[src/rtl/tweak_pkg.sv]
package tweak_pkg;
  localparam int UNIT_BITS = 128;

  typedef enum logic [1:0] {ST_IDLE, ST_IVOUT, ST_ENCIN, ST_TWEAK} tweakState_t;

  // strobes from control to datapath
  typedef struct packed {
    logic loadReq;
    logic ivStep;
    logic encWrite;
    logic twStep;
  } dpCtrl_t;

  // multiply by alpha, little-endian vector, poly x^128+x^7+x^2+x+1
  function automatic logic [UNIT_BITS-1:0] mulAlpha(input logic [UNIT_BITS-1:0] v);
    return {v[UNIT_BITS-2:0], 1'b0} ^ (v[UNIT_BITS-1] ? 128'h87 : 128'h0);
  endfunction
endpackage

[src/rtl/tweak_dp.sv]
module tweak_dp
  import tweak_pkg::*;
#(
  parameter int MAX_SECTORS  = 8,
  parameter int SECTOR_BYTES = 512,
  localparam int UNITS  = SECTOR_BYTES * 8 / UNIT_BITS,
  localparam int UNIT_W = $clog2(UNITS),
  localparam int IDX_W  = (MAX_SECTORS > 1) ? $clog2(MAX_SECTORS) : 1,
  localparam int CNT_W  = $clog2(MAX_SECTORS + 1)
) (
  input  logic                 clk,
  input  logic                 rstN,
  input  dpCtrl_t              ctrl,
  input  logic [UNIT_BITS-1:0] reqSector,
  input  logic [CNT_W-1:0]     reqCount,
  input  logic [UNIT_BITS-1:0] encData,
  output logic [UNIT_BITS-1:0] ivData,
  output logic [UNIT_BITS-1:0] twData,
  output logic                 lastIv,
  output logic                 lastEnc,
  output logic                 lastUnit,
  output logic                 lastSec
);
  logic [UNIT_BITS-1:0] baseSector;
  logic [UNIT_BITS-1:0] tweakReg;
  logic [UNIT_BITS-1:0] encMem [MAX_SECTORS];
  logic [CNT_W-1:0]     count;
  logic [IDX_W-1:0]     ivIdx, encIdx, secIdx;
  logic [UNIT_W-1:0]    unitIdx;

  assign ivData   = baseSector + UNIT_BITS'(ivIdx);
  assign twData   = (unitIdx == '0) ? encMem[secIdx] : tweakReg;
  assign lastIv   = (CNT_W'(ivIdx)  == count - CNT_W'(1));
  assign lastEnc  = (CNT_W'(encIdx) == count - CNT_W'(1));
  assign lastSec  = (CNT_W'(secIdx) == count - CNT_W'(1));
  assign lastUnit = (unitIdx == UNIT_W'(UNITS - 1));

  always_ff @(posedge clk or negedge rstN) begin
    if (!rstN) begin
      baseSector <= '0;
      tweakReg   <= '0;
      count      <= '0;
      ivIdx      <= '0;
      encIdx     <= '0;
      secIdx     <= '0;
      unitIdx    <= '0;
    end else begin
      if (ctrl.loadReq) begin
        baseSector <= reqSector;
        count      <= reqCount;
        ivIdx      <= '0;
        encIdx     <= '0;
        secIdx     <= '0;
        unitIdx    <= '0;
      end
      if (ctrl.ivStep)   ivIdx  <= ivIdx + IDX_W'(1);
      if (ctrl.encWrite) encIdx <= encIdx + IDX_W'(1);
      if (ctrl.twStep) begin
        tweakReg <= mulAlpha(twData);
        if (lastUnit) begin
          unitIdx <= '0;
          secIdx  <= secIdx + IDX_W'(1);
        end else begin
          unitIdx <= unitIdx + UNIT_W'(1);
        end
      end
    end
  end

  always_ff @(posedge clk) begin
    if (ctrl.encWrite) encMem[encIdx] <= encData;
  end


  alpha_step_chk: assert property (@(posedge clk) disable iff (!rstN)
    (ctrl.twStep && !lastUnit) |=> (twData == mulAlpha($past(twData))));


  unit_restart_chk: assert property (@(posedge clk) disable iff (!rstN)
    (ctrl.twStep && lastUnit) |=> (unitIdx == '0));
endmodule

[src/rtl/tweak_ctrl.sv]
module tweak_ctrl
  import tweak_pkg::*;
#(
  parameter int MAX_SECTORS  = 8,
  parameter int SECTOR_BYTES = 512,
  localparam int MAX_BYTES = MAX_SECTORS * SECTOR_BYTES,
  localparam int LEN_W     = $clog2(MAX_BYTES + 1),
  localparam int SEC_SH    = $clog2(SECTOR_BYTES),
  localparam int CNT_W     = $clog2(MAX_SECTORS + 1)
) (
  input  logic             clk,
  input  logic             rstN,
  input  logic             reqValid,
  input  logic [LEN_W-1:0] reqBytes,
  input  logic             ivReady,
  input  logic             encValid,
  input  logic             twReady,
  input  logic             lastIv,
  input  logic             lastEnc,
  input  logic             lastUnit,
  input  logic             lastSec,
  output dpCtrl_t          ctrl,
  output logic [CNT_W-1:0] reqCount,
  output logic             reqReady,
  output logic             ivValid,
  output logic             encReady,
  output logic             twValid,
  output logic             reqErr,
  output logic             done
);
  tweakState_t state, stateNext;
  logic accept, lenOk;

  assign lenOk = (reqBytes[SEC_SH-1:0] == '0) && (reqBytes != '0) &&
                 (reqBytes <= LEN_W'(MAX_BYTES));
  assign reqCount = CNT_W'(reqBytes >> SEC_SH);

  assign reqReady = (state == ST_IDLE);
  assign ivValid  = (state == ST_IVOUT);
  assign encReady = (state == ST_ENCIN);
  assign twValid  = (state == ST_TWEAK);
  assign accept   = reqValid && reqReady;

  assign ctrl.loadReq  = accept && lenOk;
  assign ctrl.ivStep   = ivValid && ivReady;
  assign ctrl.encWrite = encValid && encReady;
  assign ctrl.twStep   = twValid && twReady;

  always_comb begin
    stateNext = state;
    unique case (state)
      ST_IDLE:  if (ctrl.loadReq) stateNext = ST_IVOUT;
      ST_IVOUT: if (ctrl.ivStep && lastIv) stateNext = ST_ENCIN;
      ST_ENCIN: if (ctrl.encWrite && lastEnc) stateNext = ST_TWEAK;
      ST_TWEAK: if (ctrl.twStep && lastUnit && lastSec) stateNext = ST_IDLE;
      default:  stateNext = ST_IDLE;
    endcase
  end

  always_ff @(posedge clk or negedge rstN) begin
    if (!rstN) begin
      state  <= ST_IDLE;
      reqErr <= 1'b0;
      done   <= 1'b0;
    end else begin
      state  <= stateNext;
      reqErr <= accept && !lenOk;
      done   <= ctrl.twStep && lastUnit && lastSec;
    end
  end


  done_pulse_chk: assert property (@(posedge clk) disable iff (!rstN)
    done |=> !done);


  done_idle_chk: assert property (@(posedge clk) disable iff (!rstN)
    done |-> reqReady);


  err_idle_chk: assert property (@(posedge clk) disable iff (!rstN)
    reqErr |-> (reqReady && !ivValid));
endmodule

[src/rtl/xts_tweak_gen.sv]
module xts_tweak_gen
  import tweak_pkg::*;
#(
  parameter int MAX_SECTORS  = 8,
  parameter int SECTOR_BYTES = 512,
  localparam int LEN_W = $clog2(MAX_SECTORS * SECTOR_BYTES + 1),
  localparam int CNT_W = $clog2(MAX_SECTORS + 1)
) (
  input  logic             clk,
  input  logic             rstN,
  input  logic             reqValid,
  output logic             reqReady,
  input  logic [127:0]     reqSector,
  input  logic [LEN_W-1:0] reqBytes,
  output logic             reqErr,
  output logic             ivValid,
  input  logic             ivReady,
  output logic [127:0]     ivData,
  input  logic             encValid,
  output logic             encReady,
  input  logic [127:0]     encData,
  output logic             twValid,
  input  logic             twReady,
  output logic [127:0]     twData,
  output logic             done
);
  dpCtrl_t          ctrl;
  logic [CNT_W-1:0] reqCount;
  logic             lastIv, lastEnc, lastUnit, lastSec;

  tweak_ctrl #(.MAX_SECTORS(MAX_SECTORS), .SECTOR_BYTES(SECTOR_BYTES)) ctrl_i (
    .clk(clk), .rstN(rstN), .reqValid(reqValid), .reqBytes(reqBytes),
    .ivReady(ivReady), .encValid(encValid), .twReady(twReady),
    .lastIv(lastIv), .lastEnc(lastEnc), .lastUnit(lastUnit), .lastSec(lastSec),
    .ctrl(ctrl), .reqCount(reqCount), .reqReady(reqReady), .ivValid(ivValid),
    .encReady(encReady), .twValid(twValid), .reqErr(reqErr), .done(done)
  );

  tweak_dp #(.MAX_SECTORS(MAX_SECTORS), .SECTOR_BYTES(SECTOR_BYTES)) dp_i (
    .clk(clk), .rstN(rstN), .ctrl(ctrl), .reqSector(reqSector),
    .reqCount(reqCount), .encData(encData), .ivData(ivData), .twData(twData),
    .lastIv(lastIv), .lastEnc(lastEnc), .lastUnit(lastUnit), .lastSec(lastSec)
  );


  phase_excl_chk: assert property (@(posedge clk) disable iff (!rstN)
    $onehot0({reqReady, ivValid, encReady, twValid}));


  iv_hold_chk: assert property (@(posedge clk) disable iff (!rstN)
    (ivValid && !ivReady) |=> (ivValid && $stable(ivData)));


  tw_hold_chk: assert property (@(posedge clk) disable iff (!rstN)
    (twValid && !twReady) |=> (twValid && $stable(twData)));
endmodule

[config.mk]
export PLATFORM = sky130hd
export DESIGN_NAME = xts_tweak_gen
export DESIGN_NICKNAME = d
export VERILOG_FILES = /design/src/rtl/tweak_pkg.sv /design/src/rtl/tweak_dp.sv /design/src/rtl/tweak_ctrl.sv /design/src/rtl/xts_tweak_gen.sv
export SDC_FILE = /design/constraint.sdc
export NUM_CORES = 2
export LEC_CHECK = 0
export CORE_UTILIZATION = 38
export CTS_CLUSTER_DIAMETER = 80
export CTS_CLUSTER_SIZE = 8
export DETAILED_ROUTE_END_ITERATION = 16
export DONT_BUFFER_PORTS = 1
export GPL_TIMING_DRIVEN = 0
export PLACE_DENSITY = 0.59
export SYNTH_ARGS = -nofsm -noshare
export SYNTH_HDL_FRONTEND = slang
export SYNTH_SLANG_ARGS = --single-unit
[constraint.sdc]
create_clock -name clk -period 13.1 [get_ports clk]
set_clock_uncertainty 0.2 [all_clocks]
set_input_delay 2.62 -clock clk [delete_from_list [all_inputs] [get_ports clk]]
set_output_delay 2.62 -clock clk [all_outputs]
set_load 0.02 [all_outputs]
==> impl_results.md <==
- Status: complete, no violations
- VDD IR max: approximately 0.11 mV
- DRC Markers: 0
- Most frequent cells in the layout: edfxtp_1, nand2_1, dfrtp_1
- Crit path capture type: output pin
- Post-synth top area share: between 50% and 60%
- FF+latch count, synth: ~1300
- Commonest non-fill, non-tap cell in the layout: edfxtp_1
- Slew Limit Fails: 0
- Pwr dens: 186 mW/mm²
- Root Driver: clkbuf_16
- Tot GR Track Use: between 20% and 30%
- Vias/cell: between 5 and 6
- Clk sinks: approximately 1300
- H-tree depth: 4
- Detailed-route via count: between 30000 and 40000
- WP data required: between 10 and 15 ns
- Number of max-cap violations: 0
- Drt wl/cell: roughly 27 µm
- CTS clk-pin slew, worst paths: 0.05 ns
- Largest net degree at the start of global routing: ~280
- Synth Area in Compound Gates: 1.60%
- Syn_nets: roughly 3700
- Starting DRT DRC Count: between 2000 and 3000
- Vias in the first global route: between 30000 and 40000
- CP Data Arrival Time: just under 5 ns
- Synth top area cells: edfxtp_1, dfrtp_1, mux4_2
- P&R area growth vs syn: 17.0%
- CTS tree: done
- Chip height: about 380 µm
- Final hold slack: about 0.27 ns
- IO Port Bufs: 0
- Initial core utilization: around two fifths
- Slew at the pin closest to its max-slew limit: about 1.5 ns
- Worst hold path class: reg2reg
- First-pass GRT wire length: approximately 220000 µm
- # setup viols final: 0
- Number of synthesis warnings: 0
- Post-synthesis simple-gate area fraction: between 10 and 15%
- Setup Buffers After CTS: 0
- Post-Synth XOR/XNOR Area: under 10%
- Post-synthesis sequential area ratio: roughly 71%
- Avg Inst Size Synth: roughly 15 µm²
- Total gr overflow: 0
- Adder-cell area share of the yosys netlist: less than 1%
- Largest family of logic cells by synthesized area: multiplexers
- CTS buffer count: around 180
- Detailed placement HPWL: around 110000 µm
- Die area: ~0.14 mm²
- Clock latency on the worst-skew pair: 0.79 ns
- Final setup TNS: 0 ns
- WL final: 153000 µm
- Mux share of post-synthesis cell area: about an eighth
- Startpoint type of the worst setup path: register
- Final Hold Viols: 0
- Num ports: about 540
- Die width: 377 µm
- Initial antenna violation count: 6
- Post_cts resized: 0
- Post-Syn Area: roughly 0.053 mm²
- Antenna Nets Post-Route: 0
- Core area: about 0.14 mm²
- Maximum clock insertion buffer count: 3
- Post-synth cell types: between 60 and 70
- Layout cells sized above 1: ~16%
- Crit Path Category: reg2out
- Max Clock Freq: between 100 and 150 MHz
- Tmin final: between 7 and 8 ns
- Cts hold-fix bufs: 0
- Slew headroom: 2.13%
- RSZ-0062 raised after global routing: false
- FP Rows: 137
- Cell accounting for the most synthesized area: edfxtp_1
- Lkg Pwr: 21.8 nW
- Post-Synthesis Cells: around 3400
- Period utilization: around 60%
- Nets: roughly 4000
- Pre-antenna DRT Iters: 5
- GPL Wtd Cong: 0.883
- Critical Path Fanout Max: 10
[path summary, 6_finish.rpt]
check                      slack, ns  depth (start not counted)                   to               start
max in group asynchronous      10.52                          0    dp_i.tweakReg[51]                rstN
max                             5.44                          7           twData[56]      dp_i.secIdx[1]
min in group asynchronous       1.33                          0  dp_i.baseSector[72]                rstN
min reg2reg                     0.27                          2   dp_i.tweakReg[118]  dp_i.tweakReg[118]
max reg2reg                     8.58                          9    dp_i.tweakReg[57]      dp_i.secIdx[1]
min                             0.27                          2   dp_i.tweakReg[118]  dp_i.tweakReg[118]
[cell usage after synthesis, drive strengths merged]
cell type,instances
nand2b,4
inv,23
a21oi,130
xnor2,93
nand4b,2
dfrtp,278
fa,1
and4,12
ha,14
mux2i,129
or3,3
mux4,256
or2,2
mux2,4
and3,23
nand2,809
nand3,75
nor2b,6
o21ai,32
and2,9
nor4b,3
o32a,1
nor3b,2
xor2,49
or4,3
o31ai,3
nor2,175
nor4,27
nand4,50
nand3b,1
clkbuf,89
buf,77
a221oi,1
edfxtp,1024
nor3,34
[logic make-up after synthesis]
kind of cell,after synthesis
AOI/OAI and AO/OA,167
xor gates and xnor gates,142
adders and majority gates,15
buffers and inverters,189
DFF,1302
muxes,389
and+or+nand+nor,1240
[stage by stage]
step | util (%) | setup slack [ns] | area [µm²] | power [mW] | instances
after floorplan | - | 0.423 | 53400 | 6.53 | 3444
after CTS | 44.8 | 5.22 | 62400 | 11.7 | 5724
after global placement | 40.0 | -10.09 | 55700 | 7.25 | 5320
after detailed placement | 40.8 | 6.12 | 56900 | 7.24 | 5392
final | 44.8 | 5.44 | 62400 | 11.6 | 5727
after global routing | 44.8 | 5.16 | 62400 | 12.1 | 5727
[state kept, by name, summed over array words and instances, names as in the netlist, 3 cells and up]
signal	cells
dp_i.encIdx	3
dp_i.encMem	1024
dp_i.unitIdx	5
dp_i.secIdx	3
dp_i.baseSector	128
dp_i.ivIdx	3
dp_i.count	4
dp_i.tweakReg	128
[report_power, final]
part	switching (mW)	leakage [nW]	internal, mW
Combinational	1.66	6.37	0.469
Sequential	0.155	12.8	4.87
Clock	1.80	2.58	2.66
Total	3.62	21.8	8.00
[final cells by class]
type / count / area, µm²
sequential: 1302 / 37700
clock buffer: 314 / 5090
clock inverter: 18 / 390
tap: 1876 / 2350
inverter: 23 / 86.3
antenna: 3 / 7.51
timing repair buffer: 72 / 1150
fill: 12200 / 76900
buffer: 166 / 682
multi-input combinational: 1953 / 15000
[critical path, cell delays in order (launching register included)]
cell and delay, ns:
dfrtp_1 0.34, buf_2 0.26, buf_2 0.30, clkbuf_1 0.96, buf_1 0.73, mux4_2 0.35
mux2i_1 0.10, a21oi_1 0.98
[metal layers]
layer,vias to the layer above,GRT usage [%],wire [µm]
li1,13400,-,-
met1,15800,26.4,59900
met2,1093,35.2,74500
met3,263,7.05,13200
met4,0,8.84,5800
met5,-,0,0
No activity file was read; power rests on OpenSTA's default activity.
